<file path="src/rtl/pic_pkg.sv">
package pic_pkg;

  typedef enum logic [1:0] {
    MODE_PASS  = 2'b00,
    MODE_LATCH = 2'b01,
    MODE_REG   = 2'b10,
    MODE_RSVD  = 2'b11
  } cell_mode_e;

  typedef enum logic {
    SRC_PTERM  = 1'b0,
    SRC_STROBE = 1'b1
  } gate_src_e;

  localparam int MODE_W = 2;

endpackage

</file>
<file path="src/rtl/pic_gate_sel.sv">
module pic_gate_sel #(
  parameter int NUM_GROUPS = 6
) (
  input  logic                  clk,
  input  logic                  rst_n,
  input  logic [NUM_GROUPS-1:0] pterm_i,
  input  logic                  strobe_i,
  input  logic [NUM_GROUPS-1:0] src_i,
  output logic [NUM_GROUPS-1:0] level_o,
  output logic [NUM_GROUPS-1:0] rise_o
);
  import pic_pkg::*;

  logic [NUM_GROUPS-1:0] level_d;
  logic [NUM_GROUPS-1:0] level_q;

  for (genvar g = 0; g < NUM_GROUPS; g++) begin : g_grp
    always_comb begin
      if (gate_src_e'(src_i[g]) == SRC_STROBE) level_d[g] = strobe_i;
      else                                     level_d[g] = pterm_i[g];
    end
  end

  always_ff @(posedge clk or negedge rst_n) begin
    if (!rst_n) level_q <= '0;
    else        level_q <= level_d;
  end

  assign level_o = level_d;
  assign rise_o  = level_d & ~level_q;

endmodule

</file>
<file path="src/rtl/pic_cell.sv">
module pic_cell (
  input  logic       clk,
  input  logic       rst_n,
  input  logic       pin_i,
  input  logic [1:0] mode_i,
  input  logic       level_i,
  input  logic       rise_i,
  output logic       out_o
);
  import pic_pkg::*;

  cell_mode_e mode;
  logic       store_en;
  logic       store_d;
  logic       store_q;

  assign mode = cell_mode_e'(mode_i);

  always_comb begin
    unique case (mode)
      MODE_LATCH: store_en = level_i;
      MODE_REG:   store_en = rise_i;
      default:    store_en = 1'b0;
    endcase
    store_d = store_en ? pin_i : store_q;
  end

  always_ff @(posedge clk or negedge rst_n) begin
    if (!rst_n) store_q <= 1'b0;
    else        store_q <= store_d;
  end

  always_comb begin
    unique case (mode)
      MODE_LATCH: out_o = level_i ? pin_i : store_q;
      MODE_REG:   out_o = store_q;
      default:    out_o = pin_i;
    endcase
  end

endmodule

</file>
<file path="src/rtl/pic_readback.sv">
module pic_readback #(
  parameter int NUM_PORTS = 3,
  parameter int PORT_W    = 8,
  parameter int SEL_W     = 2
) (
  input  logic [NUM_PORTS*PORT_W-1:0] bus_i,
  input  logic [SEL_W-1:0]            sel_i,
  output logic [PORT_W-1:0]           data_o
);

  always_comb begin
    data_o = '0;
    for (int p = 0; p < NUM_PORTS; p++) begin
      if (sel_i == SEL_W'(p)) data_o = bus_i[p*PORT_W +: PORT_W];
    end
  end

endmodule

</file>
<file path="src/rtl/port_input_cell_array.sv">
module port_input_cell_array #(
  parameter int NUM_PORTS = 3,
  parameter int PORT_W    = 8,
  parameter int GROUP_W   = 4,
  parameter int SEL_W     = 2,
  localparam int NUM_CELLS  = NUM_PORTS * PORT_W,
  localparam int NUM_GROUPS = NUM_CELLS / GROUP_W,
  localparam int MODE_BITS  = NUM_CELLS * pic_pkg::MODE_W
) (
  input  logic                  clk,
  input  logic                  rst_n,
  input  logic [NUM_CELLS-1:0]  pin_i,
  input  logic [NUM_GROUPS-1:0] pterm_i,
  input  logic                  strobe_i,
  input  logic [MODE_BITS-1:0]  mode_cfg_i,
  input  logic [NUM_GROUPS-1:0] src_cfg_i,
  input  logic [SEL_W-1:0]      rd_sel_i,
  output logic [NUM_CELLS-1:0]  bus_o,
  output logic [PORT_W-1:0]     rd_data_o
);
  import pic_pkg::*;

  logic [1:0]            rst_pipe_q;
  logic                  rst_sync_n;
  logic [NUM_GROUPS-1:0] grp_level;
  logic [NUM_GROUPS-1:0] grp_rise;

  always_ff @(posedge clk or negedge rst_n) begin
    if (!rst_n) rst_pipe_q <= '0;
    else        rst_pipe_q <= {rst_pipe_q[0], 1'b1};
  end
  assign rst_sync_n = rst_pipe_q[1];

  pic_gate_sel #(
    .NUM_GROUPS (NUM_GROUPS)
  ) u_gate_sel (
    .clk      (clk),
    .rst_n    (rst_sync_n),
    .pterm_i  (pterm_i),
    .strobe_i (strobe_i),
    .src_i    (src_cfg_i),
    .level_o  (grp_level),
    .rise_o   (grp_rise)
  );

  for (genvar c = 0; c < NUM_CELLS; c++) begin : g_cell
    localparam int GRP = c / GROUP_W;
    pic_cell u_cell (
      .clk     (clk),
      .rst_n   (rst_sync_n),
      .pin_i   (pin_i[c]),
      .mode_i  (mode_cfg_i[c*MODE_W +: MODE_W]),
      .level_i (grp_level[GRP]),
      .rise_i  (grp_rise[GRP]),
      .out_o   (bus_o[c])
    );
  end

  pic_readback #(
    .NUM_PORTS (NUM_PORTS),
    .PORT_W    (PORT_W),
    .SEL_W     (SEL_W)
  ) u_readback (
    .bus_i  (bus_o),
    .sel_i  (rd_sel_i),
    .data_o (rd_data_o)
  );

endmodule

</file>
<file path="config.mk">
export PLATFORM = sky130hd
export DESIGN_NAME = port_input_cell_array
export DESIGN_NICKNAME = d
export VERILOG_FILES = /design/src/rtl/pic_pkg.sv /design/src/rtl/pic_gate_sel.sv /design/src/rtl/pic_cell.sv /design/src/rtl/pic_readback.sv /design/src/rtl/port_input_cell_array.sv
export SDC_FILE = /design/constraint.sdc
export NUM_CORES = 1
export LEC_CHECK = 0
export ABC_AREA = 1
export BUFFER_PORTS_ARGS = -buffer_cell sky130_fd_sc_hd__clkbuf_2
export CORE_MARGIN = 8
export CORE_UTILIZATION = 50
export DETAILED_ROUTE_END_ITERATION = 8
export GPL_TIMING_DRIVEN = 1
export MAX_ROUTING_LAYER = met4
export PLACE_DENSITY = 0.78
export SETUP_SLACK_MARGIN = 0.3
export SLEW_MARGIN = 10
export SYNTH_ARGS = -nofsm -noshare
export SYNTH_HDL_FRONTEND = slang
export SYNTH_SLANG_ARGS = --single-unit
export TNS_END_PERCENT = 5
</file>
<file path="constraint.sdc">
create_clock -name clk -period 1.37 [get_ports clk]
set_clock_uncertainty 0.15 [all_clocks]
set_input_delay 0.2055 -clock clk [delete_from_list [all_inputs] [get_ports clk]]
set_output_delay 0.2055 -clock clk [all_outputs]
set_load 0.02 [all_outputs]
</file>
==> impl_metrics.py, run 1 <==
metrics = {
    "setup_path": {
        "cp_top_family": "simple AND/OR/NAND/NOR gates",
        "path_common_cell": "nand2_1",
        "path_depth": 7,
        "worst_setup_path_start_kind": "register",
        "cp_max_fo": 2,
        "reg2reg_depth": 5,
        "cp_data_arrival_time_ns": 1.25,
        "crit_chain": "inv_2 -> nor2_1 -> nand2_1 -> nand2_2 -> nand2_1 -> nand3_2 -> clkbuf_8",
        "critPathMaxStageDelay_ns": 0.34,
        "crit_type": "reg2out",
        "endpoint_kind": "output pin",
        "critPathBufInv": 2,
        "cp_slowest_cell": "dfrtp_1",
        "required_ns": 1.01,
    },
    "cells_and_area": {
        "nets": 890,
        "final_util_pct": 78.5,
        "final_cell_mix": "158 x nand2_1, 87 x clkbuf_2, 68 x inv_1",
        "layout_commonest_cell": "nand2_1",
        "drive_gt1_share_pct": 47.0,
        "n_fill_cell": 519,
        "n_antenna_cell": 0,
        "area_growth_pct": 54.6,
    },
    "floorplan": {
        "die_y_um": 101,
        "std_cell_rows": 31,
        "start_util_pct": 50.7,
        "ios": 121,
        "die-area_um2": 10200,
        "die_w_um": 101,
        "coreArea_um2": 7100,
    },
    "clock_tree": {
        "cts_sinks": 32,
        "cts_tree": "built",
        "clockBufferDepth": 2,
        "insertion_delay_ns": 0.29,
        "cts_made_buffers": 5,
        "cts_max_level": 2,
        "root_buffer": "clkbuf_8",
        "cts.clk_slew.worst_paths_ns": 0.08,
    },
    "global_route": {
        "grt_max_degree": 20,
        "grt_pass1_wl_um": 19000,
        "overflow": 0,
        "grtUsageTotal_pct": 23.6,
        "grt_pass1_vias": 4212,
        "antenna_found_initial": 0,
    },
    "detailed_routing": {
        "via_count": 4200,
        "routedWlPerCell_um": 13.9,
        "avgViaCountPerCell": 4.93,
        "drcViolationCount": 0,
        "wl_um": 11800,
        "drt_iter0_drc": 169,
        "drtPass1Iterations": 5,
        "antenna_left": 0,
    },
    "pwr": {
        "internal_power_mw": 2.64,
        "p_comb_share_pct": 51.8,
        "p_sw_share_pct": 39.5,
        "leakagePower_nw": 3.07,
        "peakVddDrop_v": 0.000477,
        "power.share.clock_pct": 19.2,
        "p_per_area_nw_per_um2": 782,
        "seqPwrFrac_pct": 29.0,
        "p_sw_mw": 1.72,
    },
    "timing": {
        "layout_setup_ws_ns": -0.237,
        "fmax_ghz": 0.622,
        "period_share_pct": 117,
        "worst_hold_slack_ns": 0.00311,
        "final-setup-viol-count": 32,
        "fin_crit_ns": 1.61,
        "rsz0062_at_grt": "true",
        "final_hold_viol_count": 0,
        "slew_violations": 0,
        "fin_tns_setup_ns": -5.29,
    },
    "synthesis": {
        "syn_inst": 601,
        "yosysUniqueCellTypes": 12,
        "ys_seq_area_share_pct": 22.2,
        "synth_warnings": 0,
        "ys_ff_latch": 32,
        "syn-cell-area_um2": 3600,
        "syn_avg_cell_area_um2": 5.99,
        "synth.net_count": 738,
    },
    "worst_hold_path": {
        "hp-class": "in2reg",
        "hold_depth": 3,
    },
    "placement": {
        "dp_hpwl_um": 9260,
        "pre_cts_slack_ns": -0.371,
        "port_buffers": 120,
        "finalWeightedCongestion": 0.944,
    },
    "job": {
        "maxCapViolations": 0,
    },
    "outcome": {
        "outcome": "complete, but fails checks",
        "failed_checks": "negative setup slack",
    },
}
-- cells by family (layout without fill, tap and decap cells) --
family	count (synthesis)	count (layout)	synth area share, %
compound gates	48	48	6.67
fa+ha+maj	48	48	16.7
buf+inv	165	317	19.7
flops	32	32	22.2
other cells	1	1	0.104
simple gates	307	307	34.6
-- worst paths after layout --
kind | slack (ns) | start | endpoint
max | -0.24 | g_cell[13].u_cell.store_q$_DFFE_PN0P_ | rd_data_o[5]
min | 0.003 | pin_i[7] | g_cell[7].u_cell.store_q$_DFFE_PN0P_
max reg2reg | 0.14 | u_gate_sel.level_q[0]$_DFF_PN0_ | g_cell[2].u_cell.store_q$_DFFE_PN0P_
min reg2reg | 0.04 | rst_pipe_q[1]$_DFF_PN0_ | g_cell[20].u_cell.store_q$_DFFE_PN0P_
max in group asynchronous | 0.77 | rst_pipe_q[1]$_DFF_PN0_ | g_cell[12].u_cell.store_q$_DFFE_PN0P_
min in group asynchronous | 0.04 | rst_pipe_q[1]$_DFF_PN0_ | g_cell[20].u_cell.store_q$_DFFE_PN0P_
-- through the flow --
| step | std cells | cell area (µm²) | total power, mW |
|---|---|---|---|
| after CTS | 852 | 5400 | 4.19 |
| after detailed placement | 835 | 4900 | 3.12 |
| after global routing | 852 | 5570 | 4.64 |
| after global placement | 835 | 4900 | 3.05 |
| after floorplan | 601 | 4050 | 2.47 |
| final | 852 | 5570 | 4.36 |
-- what timing repair did --
item,4_1_cts,5_1_grt
resized for setup,100,70
endpoints found under the setup margin,56,56
setup buffers,2,0
hold buffers,8,0
pin swaps,30,19
hold endpoints to repair,9,0
-- Yosys cell counts --
master	n	area (µm²)
inv_1	140	526
inv_2	1	3.75
ha_1	48	601
nand3_1	64	320
nand2_2	6	37.5
a21oi_1	24	120
nand2_1	210	788
conb_1	1	3.75
dfrtp_1	32	801
nor2_1	27	101
buf_4	24	180
o21ai_0	24	120
-- state kept, by name, summed over array words and instances (netlist names) --
register,cells
g_cell.u_cell.store_q,24
u_gate_sel.level_q,6
rst_pipe_q,2
-- metal layers --
metal | wire [µm] | global-route usage (%) | share of wire [%] | vias up
li1 | - | - | - | 2093
met1 | 4620 | 25.8 | 39 | 1919
met2 | 6210 | 43.2 | 53 | 163
met3 | 718 | 3.31 | 6.1 | 25
met4 | 269 | 6.63 | 2.3 | 0
met5 | 0 | - | 0 | -
-- cell type report --
class                   instances  area, µm²  area share [%]
multi-input cells             404       2690            48.3
flip-flops and latches         32        801            14.4
inverters                     141        634            11.4
repair buffers                169       1220            22.0
well taps                      99        124            2.22
clock buffers                   7       96.3            1.73
-- worst register-to-register path: stages, from the launching register on --
cell and delay (ns):
dfrtp_1 0.37, inv_1 0.11, nand3_1 0.09, a21oi_1 0.19
nand2_1 0.09, o21ai_0 0.13
-- power by group through the flow --
stage               logic [mW]  clock network, mW  registers [mW]
floorplan                 1.23                  0            1.24
finish                    2.26              0.838            1.26
global placement          1.81                  0            1.24
CTS                       2.10              0.851            1.24
global route              2.47              0.876            1.29
detailed placement        1.87                  0            1.25
(Power assumes the default switching activity.)
==> run 2, diff against run 1 <==
Settings changed: ABC_AREA 1 to not set, PLACE_DENSITY 0.78 to 0.79.
==> run 2 against run 1 <==
  * The run still ends with negative setup slack left
  * Clock power shrank 5.3%
  * Highest routed layer unchanged
  * Combinational power shrank 6%
  * Critical path depth fell by 2
  * Die area decreased by 2.3%
==> impl_metrics.py, run 2 <==
metrics = {
    "pwr": {
        "leakagePower_nw": 2.69,
        "p_per_area_nw_per_um2": 811,
        "peakVddDrop_v": 0.000558,
    },
    "placement": {
        "placement.cell_area_um2": 4700,
        "finalWeightedCongestion": 0.880,
        "dp_hpwl_um": 8360,
        "dp.cells": 664,
        "pre_cts_slack_ns": -0.688,
        "port_buffers": 120,
    },
    "clock_tree": {
        "cts_tree": "built",
        "cts_sinks": 32,
        "cts_max_level": 2,
        "cts.clk_slew.worst_paths_ns": 0.07,
        "cts_made_buffers": 5,
        "clockBufferDepth": 2,
        "root_buffer": "clkbuf_8",
        "insertion_delay_ns": 0.28,
    },
    "synthesis": {
        "syn_inst": 414,
        "ys_ff_latch": 32,
        "synth_top_area_share_pct": 22.8,
        "synth_most_common_cell": "inv_1",
        "synth_warnings": 0,
        "synth.net_count": 551,
        "ys_async_sr_fraction_pct": 100,
        "ys.flop_type": "dfrtp_1",
        "yosysTopAreaCell": "dfrtp_1",
        "yosysUniqueCellTypes": 33,
        "synth.top_cells.by_count": "67 x inv_1, 48 x ha_1, 37 x nand2_1",
        "synth_edf_count": 0,
        "ys_seq_area_share_pct": 22.8,
        "syn_avg_cell_area_um2": 8.47,
        "yosys-top-cells-area": "dfrtp_1 23%, ha_1 17%, mux2_2 8.4%",
        "syn-cell-area_um2": 3500,
    },
    "timing": {
        "final-setup-viol-count": 32,
        "rsz0062_at_grt": "true",
        "fin_tns_setup_ns": -13.11,
        "final_hold_viol_count": 0,
        "layout_setup_ws_ns": -0.590,
        "fin_crit_ns": 1.96,
        "slew_violations": 0,
        "period_share_pct": 143,
        "fmax_ghz": 0.510,
    },
    "job": {
        "maxCapViolations": 0,
    },
    "setup_path": {
        "endpoint_kind": "output pin",
        "rrSetupSlack_ns": 0,
        "worst_setup_path_start_kind": "register",
        "critPathBufInv": 1,
        "cp_top_family": "compound AO/OA/AOI/OAI gates",
        "startpoint": "g_cell[11].u_cell.store_q$_DFFE_PN0P_",
        "cp_data_arrival_time_ns": 1.60,
        "timing.rr.start": "u_gate_sel.level_q[0]$_DFF_PN0_",
        "cp_max_fo": 2,
        "critPathMaxStageDelay_ns": 0.37,
        "required_ns": 1.01,
        "cp_slowest_cell": "dfrtp_1",
        "crit_chain": "nor2b_1 -> a22oi_1 -> nand3_1 -> a221o_1 -> buf_2",
        "crit_type": "reg2out",
    },
    "worst_hold_path": {
        "holdCritStartpoint": "pin_i[10]",
        "hp-class": "in2reg",
    },
    "global_route": {
        "grt_busiest_layer": "met2",
        "global_route.usage.met3_pct": 3.70,
        "grt_max_degree": 31,
        "grt_pass1_vias": 3897,
        "met1_usage_pct": 23.6,
        "use_met2_pct": 38.7,
        "overflow": 0,
        "grt_pass1_wl_um": 17300,
        "antenna_found_initial": 0,
        "grtUsageTotal_pct": 21.6,
    },
    "cells_and_area": {
        "layout_commonest_cell": "clkbuf_2",
        "nets": 715,
        "n_antenna_cell": 0,
        "top_regs": "g_cell.u_cell.store_q (24), u_gate_sel.level_q (6), rst_pipe_q (2)",
        "drive_gt1_share_pct": 52.1,
        "final_util_pct": 77.1,
        "final_cell_mix": "90 x clkbuf_2, 70 x buf_4, 57 x inv_1",
        "area_growth_pct": 49.4,
        "largest_register_ffs": 24,
        "largest_register": "g_cell.u_cell.store_q",
        "finalNonFillerCells": 674,
        "final_area_um2": 5240,
    },
    "floorplan": {
        "start_util_pct": 51.6,
        "die-area_um2": 9940,
        "std_cell_rows": 30,
        "die_y_um": 99.7,
        "die_w_um": 99.7,
        "ios": 121,
        "coreArea_um2": 6790,
    },
    "detailed_routing": {
        "drcViolationCount": 0,
        "antenna_left": 0,
        "via_count": 3525,
        "avgViaCountPerCell": 5.23,
        "drt_iter0_drc": 101,
        "routedWlPerCell_um": 15.5,
        "wl_um": 10400,
        "drtPass1Iterations": 4,
    },
    "outcome": {
        "failed_checks": "negative setup slack",
        "outcome": "complete, but fails checks",
    },
}
[run 2: cell types whose count changed in the layout (fill, tap and decap cells not counted), moves of 15 or more]
cell      previous run  this run
nand3_1             48         6
nor2_1              20         1
nand3b_1             0        26
mux2i_1              0        17
inv_4               16         1
nand2_2             52         0
buf_4               41        70
inv_2               48        12
nand2_1            158        37
nand3_2             16         0
mux2_2               0        20
o21ai_0             24         3
buf_6               22         6
[run 2: stage by stage]
stage	power [mW]	hold slack, ns
finish	4.24	0.0363
global route	4.51	0.0382
global placement	3.08	-0.158
CTS	4.14	0.0311
detailed placement	3.17	-0.150
floorplan	2.57	-0.240
[run 2: cells by family after synthesis]
logic type      after synthesis  share of synthesized area, %
simple gates                130                          20.7
buf+inv                      97                          13.0
compound gates               57                          10.6
mux                          49                          15.6
fa+ha+maj                    48                          17.1
flops                        32                          22.8
other cells                   1                         0.107
[run 2: repair_timing]
action,CTS,global route
hold buffers,1,0
resized for setup,57,70
buffers inserted,2,0
setup endpoints to repair,56,56
pin swaps,25,16
endpoints found under the hold margin,2,0
[run 2: layout make-up]
class,instances,area [µm²]
multi-input cells,285,2780
fillers,468,1560
repair buffers,182,1160
flip-flops and latches,32,801
inverters,72,283
well taps,96,120
clock buffers,7,96.3
[run 2: worst reg2reg max path, cell delays in order, from the launching register on]
cell     delay (ns)
dfrtp_1        0.38
inv_2          0.11
a21oi_1        0.07
nor3_1         0.17
mux2_2         0.36
[run 2: path summary, 6_finish.rpt]
| path | end | cells after the start |
|---|---|---|
| setup / recovery | rd_data_o[3] | 5 |
| hold / removal | g_cell[10].u_cell.store_q$_DFFE_PN0P_ | 2 |
| setup reg to reg | g_cell[2].u_cell.store_q$_DFFE_PN0P_ | 4 |
| hold reg to reg | g_cell[22].u_cell.store_q$_DFFE_PN0P_ | 1 |
| max in group asynchronous | u_gate_sel.level_q[3]$_DFF_PN0_ | 1 |
| min in group asynchronous | rst_pipe_q[1]$_DFF_PN0_ | 2 |
[run 2: routing by layer]
| layer | share of wire [%] | wire, µm | vias up |
|---|---|---|---|
| met2 | 53 | 5510 | 103 |
| met4 | 2.0 | 204 | 0 |
| met5 | 0 | 0 | - |
| li1 | - | - | 1729 |
| met3 | 4.3 | 446 | 21 |
| met1 | 41 | 4270 | 1672 |
[run 2: power by group]
group	leakage [nW]	internal [mW]	switching (mW)
logic	2.27	1.11	1.01
registers	0.379	1.18	0.153
clock network	0.0503	0.447	0.346
total	2.69	2.74	1.51
==> run 3, diff against run 2 <==
Settings changed: PLACE_DENSITY 0.79 to 0.8, SYNTH_HIERARCHICAL set to 1.
==> run 3 against run 2 <==
  * The flow still finishes with violations (negative setup slack)
  * Maximum frequency fell by 3.7%
  * Sequential power fell by 4%
  * Sequential cell count did not move
  * Cell count fell by 1.9%
  * Clock power rose by 1%
  * Register-to-register slack barely moved
  * Synthesized cell count fell by 8.9%
  * Routed wire length rose by 22%
==> impl_metrics.py, run 3 <==
metrics = {
    "outcome": {
        "outcome": "complete, but fails checks",
        "failed_checks": "negative setup slack",
    },
    "synthesis": {
        "muxShareOfSynthArea_pct": 5.39,
        "yosys-top-cells-area": "dfrtp_1 25%, ha_1 19%, inv_1 14%",
        "yosysTopAreaCell": "dfrtp_1",
        "synth_top_family_by_area": "compound AO/OA/AOI/OAI gates",
        "synth.top_cells.by_count": "120 x inv_1, 48 x a21oi_1, 48 x ha_1",
        "synth_warnings": 6,
        "ys_async_sr_fraction_pct": 100,
        "syn_avg_cell_area_um2": 8.37,
        "synth_edf_count": 0,
        "ys_ff_latch": 32,
        "syn_inst": 377,
        "synth_most_common_cell": "inv_1",
        "synthSimpleGateAreaFrac_pct": 3.05,
        "synth_compound_area_share_pct": 31.7,
        "ys_seq_area_share_pct": 25.4,
        "synthXorXnorAreaFrac_pct": 0,
        "synth_fa_ha_area_share_pct": 19.0,
        "yosysUniqueCellTypes": 14,
        "synth.net_count": 514,
        "syn-cell-area_um2": 3160,
        "synth_top_area_share_pct": 25.4,
        "ys.flop_type": "dfrtp_1",
    },
    "pwr": {
        "seqPwrFrac_pct": 28.6,
        "p_sw_share_pct": 39.9,
        "p_comb_share_pct": 53.5,
        "power.share.clock_pct": 17.9,
        "p_per_area_nw_per_um2": 843,
        "leakagePower_nw": 2.80,
        "peakVddDrop_v": 0.000523,
        "p_sw_mw": 1.79,
        "internal_power_mw": 2.69,
    },
    "timing": {
        "final-setup-viol-count": 42,
        "layout_setup_ws_ns": -0.665,
        "fin_tns_setup_ns": -14.95,
        "period_share_pct": 149,
        "worst_hold_slack_ns": 0.0341,
        "slew_violations": 0,
        "final_hold_viol_count": 0,
        "fin_crit_ns": 2.04,
        "fmax_ghz": 0.491,
        "rsz0062_at_grt": "true",
    },
    "detailed_routing": {
        "drcViolationCount": 0,
        "drt_iter0_drc": 271,
        "via_count": 3793,
        "routedWlPerCell_um": 19.2,
        "antenna_left": 0,
        "wl_um": 12700,
        "drtPass1Iterations": 5,
        "avgViaCountPerCell": 5.74,
    },
    "global_route": {
        "overflow": 0,
        "antenna_found_initial": 0,
        "grt_max_degree": 31,
        "use_met2_pct": 45.0,
        "met1_usage_pct": 26.2,
        "grt_pass1_wl_um": 17500,
        "grtUsageTotal_pct": 24.5,
        "global_route.usage.met3_pct": 3.62,
        "grt_pass1_vias": 3966,
        "grt_busiest_layer": "met2",
    },
    "floorplan": {
        "ios": 121,
        "die_y_um": 95.5,
        "start_util_pct": 50.6,
        "die_w_um": 95.5,
        "coreArea_um2": 6240,
        "die-area_um2": 9110,
        "std_cell_rows": 29,
    },
    "clock_tree": {
        "cts.clk_slew.worst_paths_ns": 0.06,
        "clockBufferDepth": 2,
        "cts_max_level": 2,
        "insertion_delay_ns": 0.29,
        "cts_tree": "built",
        "cts_sinks": 32,
        "cts_made_buffers": 5,
        "root_buffer": "clkbuf_8",
    },
    "setup_path": {
        "cp_max_fo": 3,
        "crit_type": "in2out",
        "endpoint_kind": "output pin",
        "cp_data_arrival_time_ns": 1.68,
        "required_ns": 1.01,
        "worst_setup_path_start_kind": "primary input",
    },
    "cells_and_area": {
        "n_antenna_cell": 0,
        "drive_gt1_share_pct": 50.9,
        "top_regs": "g_cell.u_cell/store_q (24), u_gate_sel/level_q (6), rst_pipe_q (2)",
        "area_growth_pct": 68.5,
        "nets": 721,
        "n_fill_cell": 326,
        "final_cell_mix": "114 x inv_1, 95 x buf_4, 89 x clkbuf_2",
        "largest_register_ffs": 24,
        "layout_commonest_cell": "inv_1",
        "largest_register": "g_cell.u_cell/store_q",
    },
    "placement": {
        "dp_hpwl_um": 8270,
        "finalWeightedCongestion": 0.895,
        "port_buffers": 120,
        "pre_cts_slack_ns": -0.633,
    },
    "job": {
        "maxCapViolations": 0,
    },
    "worst_hold_path": {
        "hp-class": "in2reg",
    },
}
run 3: repair_timing:
item,in CTS,in global routing
hold buffers,1,0
endpoints found under the setup margin,56,56
pin swaps,4,14
buffers inserted,4,8
gates resized for setup,45,67
cloned,2,0
endpoints found under the hold margin,2,0
run 3: final timing paths:
path | startpoint | endpoint | slack [ns] | cells after the start
max | mode_cfg_i[4] | rd_data_o[2] | -0.67 | 8
min | pin_i[20] | g_cell[20].u_cell/store_q$_DFFE_PN0P_ | 0.03 | 3
max reg2reg | u_gate_sel/level_q[1]$_DFF_PN0_ | g_cell[7].u_cell/store_q$_DFFE_PN0P_ | -0.01 | 4
min reg2reg | rst_pipe_q[1]$_DFF_PN0_ | g_cell[6].u_cell/store_q$_DFFE_PN0P_ | 0.10 | 1
max in group asynchronous | rst_pipe_q[1]$_DFF_PN0_ | u_gate_sel/level_q[2]$_DFF_PN0_ | 0.66 | 1
min in group asynchronous | rst_n | rst_pipe_q[0]$_DFF_PN0_ | 0.08 | 2
run 3: area by class of cell:
class,instances,area (µm²),share of cell area (%)
clock buffer,7,96.3,1.81
tap,77,96.3,1.81
timing repair buffer,201,1380,25.9
sequential,32,801,15.1
inverter,120,453,8.52
multi-input combinational,224,2490,46.9
run 3: stage by stage:
| stage | cell area (µm²) | instances | util (%) | total power, mW |
|---|---|---|---|---|
| floorplan | 3570 | 377 | - | 2.56 |
| global placement | 4740 | 639 | 76.0 | 3.18 |
| detailed placement | 4740 | 639 | 76.0 | 3.28 |
| CTS | 5070 | 653 | 81.3 | 4.20 |
| global route | 5320 | 661 | 85.2 | 4.71 |
| finish | 5320 | 661 | 85.2 | 4.48 |
run 3: cell families after synthesis:
logic type	count (synthesis)
AOI/OAI and AO/OA	152
buffers and inverters	123
adders and majority gates	48
DFF	32
muxes	14
and+or+nand+nor	7
other	1
run 3: critical path, cell delays in order:
cell and delay [ns]:
clkbuf_2 0.10, inv_1 0.05, ha_1 0.36, a21oi_1 0.26, o32ai_4 0.15, mux2i_1 0.29
o2bb2ai_2 0.11, clkbuf_8 0.16
run 3: power by group through the flow:
stage          combinational (mW)  clock (mW)  sequential, mW
3_5_place_dp                 2.00           0            1.28
2_1_floorplan                1.30           0            1.26
6_report                     2.40       0.803            1.28
5_1_grt                      2.56       0.839            1.30
3_3_place_gp                 1.91           0            1.27
4_1_cts                      2.14       0.806            1.26
run 3: routing by layer:
layer | up-vias | routed length [µm]
met3 | 63 | 805
met1 | 1809 | 4740
li1 | 1730 | -
met5 | - | 0
met2 | 191 | 6520
met4 | 0 | 633
